**src/rtl/lane_mem.sv**
```systemverilog
module lane_mem #(
  parameter int ROWS = 16,
  localparam int AW = $clog2(ROWS) + 3
) (
  input  logic          clk,
  input  logic          rst_n,
  input  logic          req_valid,
  input  logic          req_write,
  input  logic          req_swap,
  input  logic [1:0]    req_size,
  input  logic [AW-1:0] req_addr,
  input  logic [63:0]   req_wdata,
  output logic          rsp_valid,
  output logic          rsp_err,
  output logic [63:0]   rsp_rdata
);
  localparam int OFFW = 3;
  localparam int IW   = AW - OFFW;

  logic [63:0] rows_q [ROWS];

  function automatic logic [63:0] rev_bytes(input logic [63:0] d, input logic [1:0] sz);
    int n;
    logic [63:0] o;
    n = 1 << sz;
    o = '0;
    for (int i = 0; i < 8; i++)
      if (i < n) o[8*i +: 8] = d[8*(n-1-i) +: 8];
    return o;
  endfunction

  logic [IW-1:0]   row_idx;
  logic [OFFW-1:0] offs;
  logic [OFFW-1:0] low_mask;
  logic [5:0]      shamt;
  logic [63:0]     lane_mask;
  logic            misaligned;
  logic [63:0]     cur_row;
  logic [63:0]     ld_lane;
  logic [63:0]     st_data;
  logic [63:0]     new_row;

  assign row_idx    = req_addr[AW-1:OFFW];
  assign offs       = req_addr[OFFW-1:0];
  assign low_mask   = {req_size == 2'd3, req_size >= 2'd2, req_size >= 2'd1};
  assign misaligned = |(offs & low_mask);
  assign shamt      = {offs, 3'b000};
  assign lane_mask  = (req_size == 2'd3) ? {64{1'b1}}
                                         : ((64'd1 << (6'd8 << req_size)) - 64'd1);
  assign cur_row    = rows_q[row_idx];
  assign ld_lane    = req_swap ? rev_bytes((cur_row >> shamt) & lane_mask, req_size)
                               : ((cur_row >> shamt) & lane_mask);
  assign st_data    = (req_swap ? rev_bytes(req_wdata, req_size) : req_wdata) & lane_mask;
  assign new_row    = (cur_row & ~(lane_mask << shamt)) | (st_data << shamt);

  always_ff @(posedge clk) begin
    if (!rst_n) begin
      for (int r = 0; r < ROWS; r++) rows_q[r] <= '0;
    end else if (req_valid && req_write && !misaligned) begin
      rows_q[row_idx] <= new_row;
    end
  end

  always_ff @(posedge clk) begin
    if (!rst_n) begin
      rsp_valid <= 1'b0;
      rsp_err   <= 1'b0;
      rsp_rdata <= '0;
    end else begin
      rsp_valid <= req_valid;
      rsp_err   <= req_valid && misaligned;
      rsp_rdata <= (req_valid && !req_write && !misaligned) ? ld_lane : '0;
    end
  end


  err_zero_data_chk: assert property (@(posedge clk) disable iff (!rst_n)
    rsp_err |-> rsp_rdata == 64'd0);

  half_misalign_chk: assert property (@(posedge clk) disable iff (!rst_n)
    (req_valid && req_size == 2'd1 && req_addr[0]) |=> rsp_err);

  err_needs_req_chk: assert property (@(posedge clk) disable iff (!rst_n)
    rsp_err |-> $past(req_valid));

  rsp_follow_chk: assert property (@(posedge clk) disable iff (!rst_n)
    req_valid |=> rsp_valid);

  store_zero_rsp_chk: assert property (@(posedge clk) disable iff (!rst_n)
    (req_valid && req_write) |=> rsp_rdata == 64'd0);

  byte_load_zext_chk: assert property (@(posedge clk) disable iff (!rst_n)
    (req_valid && !req_write && req_size == 2'd0) |=> rsp_rdata[63:8] == 56'd0);

  idle_after_reset_chk: assert property (@(posedge clk)
    !$past(rst_n) |-> (!rsp_valid && !rsp_err && rsp_rdata == 64'd0));
endmodule

```
**config.mk**
```make
export PLATFORM = sky130hd
export DESIGN_NAME = lane_mem
export DESIGN_NICKNAME = d
export VERILOG_FILES = /design/src/rtl/lane_mem.sv
export SDC_FILE = /design/constraint.sdc
export NUM_CORES = 2
export LEC_CHECK = 0
export BUFFER_PORTS_ARGS = -buffer_cell sky130_fd_sc_hd__buf_2
export CAP_MARGIN = 20
export CORE_UTILIZATION = 52
export CTS_CLUSTER_SIZE = 30
export DETAILED_ROUTE_END_ITERATION = 10
export PLACE_DENSITY = 0.71
export SKIP_LAST_GASP = 1
export SLEW_MARGIN = 20
export SYNTH_ARGS = -nofsm -noshare
export SYNTH_HDL_FRONTEND = slang
export SYNTH_SLANG_ARGS = --single-unit
export TNS_END_PERCENT = 100
```
**constraint.sdc**
```tcl
create_clock -name clk -period 5.6 [get_ports clk]
set_input_delay 0.84 -clock clk [delete_from_list [all_inputs] [get_ports clk]]
set_output_delay 0.84 -clock clk [all_outputs]
set_load 0.01 [all_outputs]
```
==> metrics <==
Hold Crit Class primary input to register; CTS tree built; DIE HEIGHT 336 um; synthesized-area fraction occupied by adder cells 0.215%; Met2 Wirelength 103000 um; first-pass GRT wire length 333000 um; wire length per cell 35.7 um; top routing layer in use met5; IO Pins 144; cts bufs inserted about 110; Setup CP Type primary input to register; Tot GR Track Use 41.8%; mux share of post-synthesis cell area 16.6%; Via density 7.08; Die X 336 um; Nets 5161; pwr/cell area around 300 mW/mm^2; CP arrival 5090 ps; RSZ-0062 raised after global routing no; Least-Margin Pin Slew approximately 1200 ps; worst r2r src rows_q[10][23]$_SDFFCE_PN0P_; maximum capacitance violations 0; Crit path largest cell delay 700 ps; Syn Inst Count between 4000 and 5000; post-route ant nets 0; Max Slew Vio Count 0; P_leak 0.0241 uW; Hold Buf Count CTS 0; DIE AREA 0.113 mm^2; number of port buffers 143; row count around 120; most frequent CP cell mux2i_1; hold slack 577 ps; area taken by multi-input logic gates between 0.02 and 0.025 mm^2; crit start category primary input; DRT iter0 DRCs 7422; fraction of layout cells with a size suffix above 1 20.2%; final setup vio count 0; overall routed net length 238000 um; crit path max fanout 37; Skew-Pair Late Insertion Delay 730 ps; DP Cell Count 6450; Post-synth EDFFs a little over 1000; dpl hpwl 158000 um; ys async rst share 0%; CP Launch Point req_addr[3]; Remaining DRCs 1; syn_nets 5017; met1 WL around 84000 um; Yosys top cell area share between 50% and 60%; setup TNS 0 ps; Crit. End Element register; DR vias between 40000 and 50000; Synth Cell Area 0.0581 mm^2; crit-path cells buf_6 -> inv_2 -> mux2i_1 -> mux2i_1 -> buf_4 -> a211o_1 -> a31oi_2 -> o22ai_1 -> mux4_2 -> a221o_1; Main synth FF type edfxtp_1; initial antenna violation count 5; CORE AREA 0.111 mm^2; Slowest cell on crit path mux2i_1; Cell variety after synth 103; Yosys reg bits approximately 1100; RD Place Congestion approximately 1.1; Synth Area in Compound Gates 11.2%; Worst R2R Setup Slack 1480 ps; vias in the first global route 44600; Final Hold Viols 0; largest net degree at the start of global routing 84; XOR/XNOR share of the synthesized area 0%; Non-Filler Instances 6655; Tmin final between 4000 and 5000 ps; gr ovfl total 0; DR WL met3 about 33000 um; Util after Layout around 59%; largest cells by area after synthesis edfxtp_1, mux4_2, nor2_1, mux2i_1, dfxtp_1; syn_area_per_cell ~12 um^2; Initial Util 52.5%; max frequency 223 MHz; CTS root buf clkbuf_16; register area share after synthesis 55.2%; Slew HR 16.7%; status finished with violations; Area Overhead vs Synth 12.6%; maximum vdd ir drop 0.000240 V; CTS sink cnt 1090; Register Area 0.0321 mm^2; Longest Clk Path Bufs 3; main combinational cell family by area after synthesis multiplexers; drt first pass iters 9; clock-pin slew on the worst setup and hold paths 60 ps; crit share post-route 80.1%; Final Skew 29.2 ps; simple-gate area share of the yosys netlist 12.7%; Fill cells 8954; Warnings, synthesis 0; Min-Delay Startpoint req_addr[2]; Post-CTS Setup Repair Bufs 0; H-tree levels 3; Critical Path RT 6210 ps; failing checks design-rule violations; cell taking the most area after synthesis edfxtp_1; post-CTS resize count 0
==> per-layer routing <==
layer	GRT usage [%]	up-vias
met5	0	-
met4	26.2	4
met3	11.9	878
met2	62.1	4195
met1	54.0	23100
li1	-	18900
==> state kept, by name (all words and copies together), names as in the netlist <==
| name | cells |
|---|---|
| rows_q | 1024 |
| rsp_rdata | 64 |
| rsp_err | 1 |
| rsp_valid | 1 |
==> placed cells by master, fill, tap and decap left out, types with 30 or more instances in the layout <==
cell type  count
mux4_1        30
dfxtp_1       66
o21ai_0      113
nand3_1       71
a22oi_1      115
mux2i_1      332
nor3_1        52
buf_12        40
buf_2        137
o22ai_1       98
edfxtp_1    1024
mux2_2        67
mux4_2       211
buf_4        315
nand2_1      255
clkbuf_16    112
nand2_4       32
nor2_1      1229
o211ai_1      32
a21oi_1      142
o2bb2ai_1     34
==> critical path: cells and delay by family <==
family	cells	cell delay, ps
AOI/OAI and AO/OA	4	1220
buffers and inverters	3	1250
muxes	3	1730
==> final cells by class <==
| type | count | share of cell area, % |
|---|---|---|
| tap | 1488 | 2.84 |
| timing repair buffer | 495 | 5.94 |
| clock inverter | 56 | 0.747 |
| sequential | 1090 | 49.0 |
| antenna | 1 | 0.00382 |
| inverter | 32 | 0.183 |
| clock buffer | 148 | 4.60 |
| multi-input combinational | 3345 | 36.7 |
==> synthesized netlist by cell type (14+ instances only) <==
| library cell | number |
|---|---|
| o22ai_1 | 98 |
| nor2b_1 | 20 |
| mux2_2 | 67 |
| o211ai_1 | 32 |
| nand3_1 | 71 |
| mux4_2 | 211 |
| o21a_1 | 22 |
| mux2i_1 | 332 |
| buf_6 | 23 |
| a211oi_1 | 30 |
| nand2b_1 | 25 |
| a22o_1 | 15 |
| a221oi_1 | 33 |
| a31oi_1 | 20 |
| edfxtp_1 | 1024 |
| nand2_1 | 287 |
| mux4_1 | 30 |
| nor2_1 | 1231 |
| o2bb2ai_1 | 34 |
| a22oi_1 | 115 |
| nor4_1 | 14 |
| buf_4 | 23 |
| or2_2 | 16 |
| inv_1 | 28 |
| nor3_1 | 53 |
| buf_2 | 54 |
| dfxtp_1 | 66 |
| and2_1 | 14 |
| o211a_1 | 16 |
| a211o_1 | 19 |
| o21ai_0 | 113 |
| buf_1 | 53 |
| o221ai_1 | 14 |
| o32ai_1 | 14 |
| a21oi_1 | 142 |
| nand4_1 | 15 |
| clkbuf_1 | 292 |
==> power breakdown <==
part           switching (uW)  internal (uW)  leakage, uW
sequential               81.5           9150       0.0111
combinational            2440           1060       0.0113
clock                    3190           4040      0.00171
==> final timing paths <==
check                              to  cells past startpoint
min                rsp_err$_SDFF_PN0_                      3
min reg2reg  rsp_rdata[63]$_SDFF_PN0_                      5
max reg2reg  rsp_rdata[63]$_SDFF_PN0_                      9
max          rsp_rdata[63]$_SDFF_PN0_                     10
==> per-stage QoR <==
| stage | power, uW | area (um^2) | setup slack, ps |
|---|---|---|---|
| floorplan | 11300 | 58100 | 126 |
| global placement | 12700 | 61900 | 599 |
| detailed placement | 12700 | 62000 | 627 |
| CTS | 19800 | 65500 | 1390 |
| global route | 20300 | 65500 | 1090 |
| finish | 20000 | 65500 | 1110 |
==> logic make-up (layout without fill, tap and decap cells) <==
| group | count (synthesis) | after routing |
|---|---|---|
| other | 0 | 1 |
| flip-flops | 1090 | 1090 |
| AND/OR/NAND/NOR | 1799 | 1799 |
| AO/OA/AOI/OAI | 893 | 893 |
| adder cells (fa/ha/maj) | 10 | 10 |
| multiplexers | 643 | 643 |
| buffers and inverters | 494 | 731 |
Power figures use the tool's default switching activity.
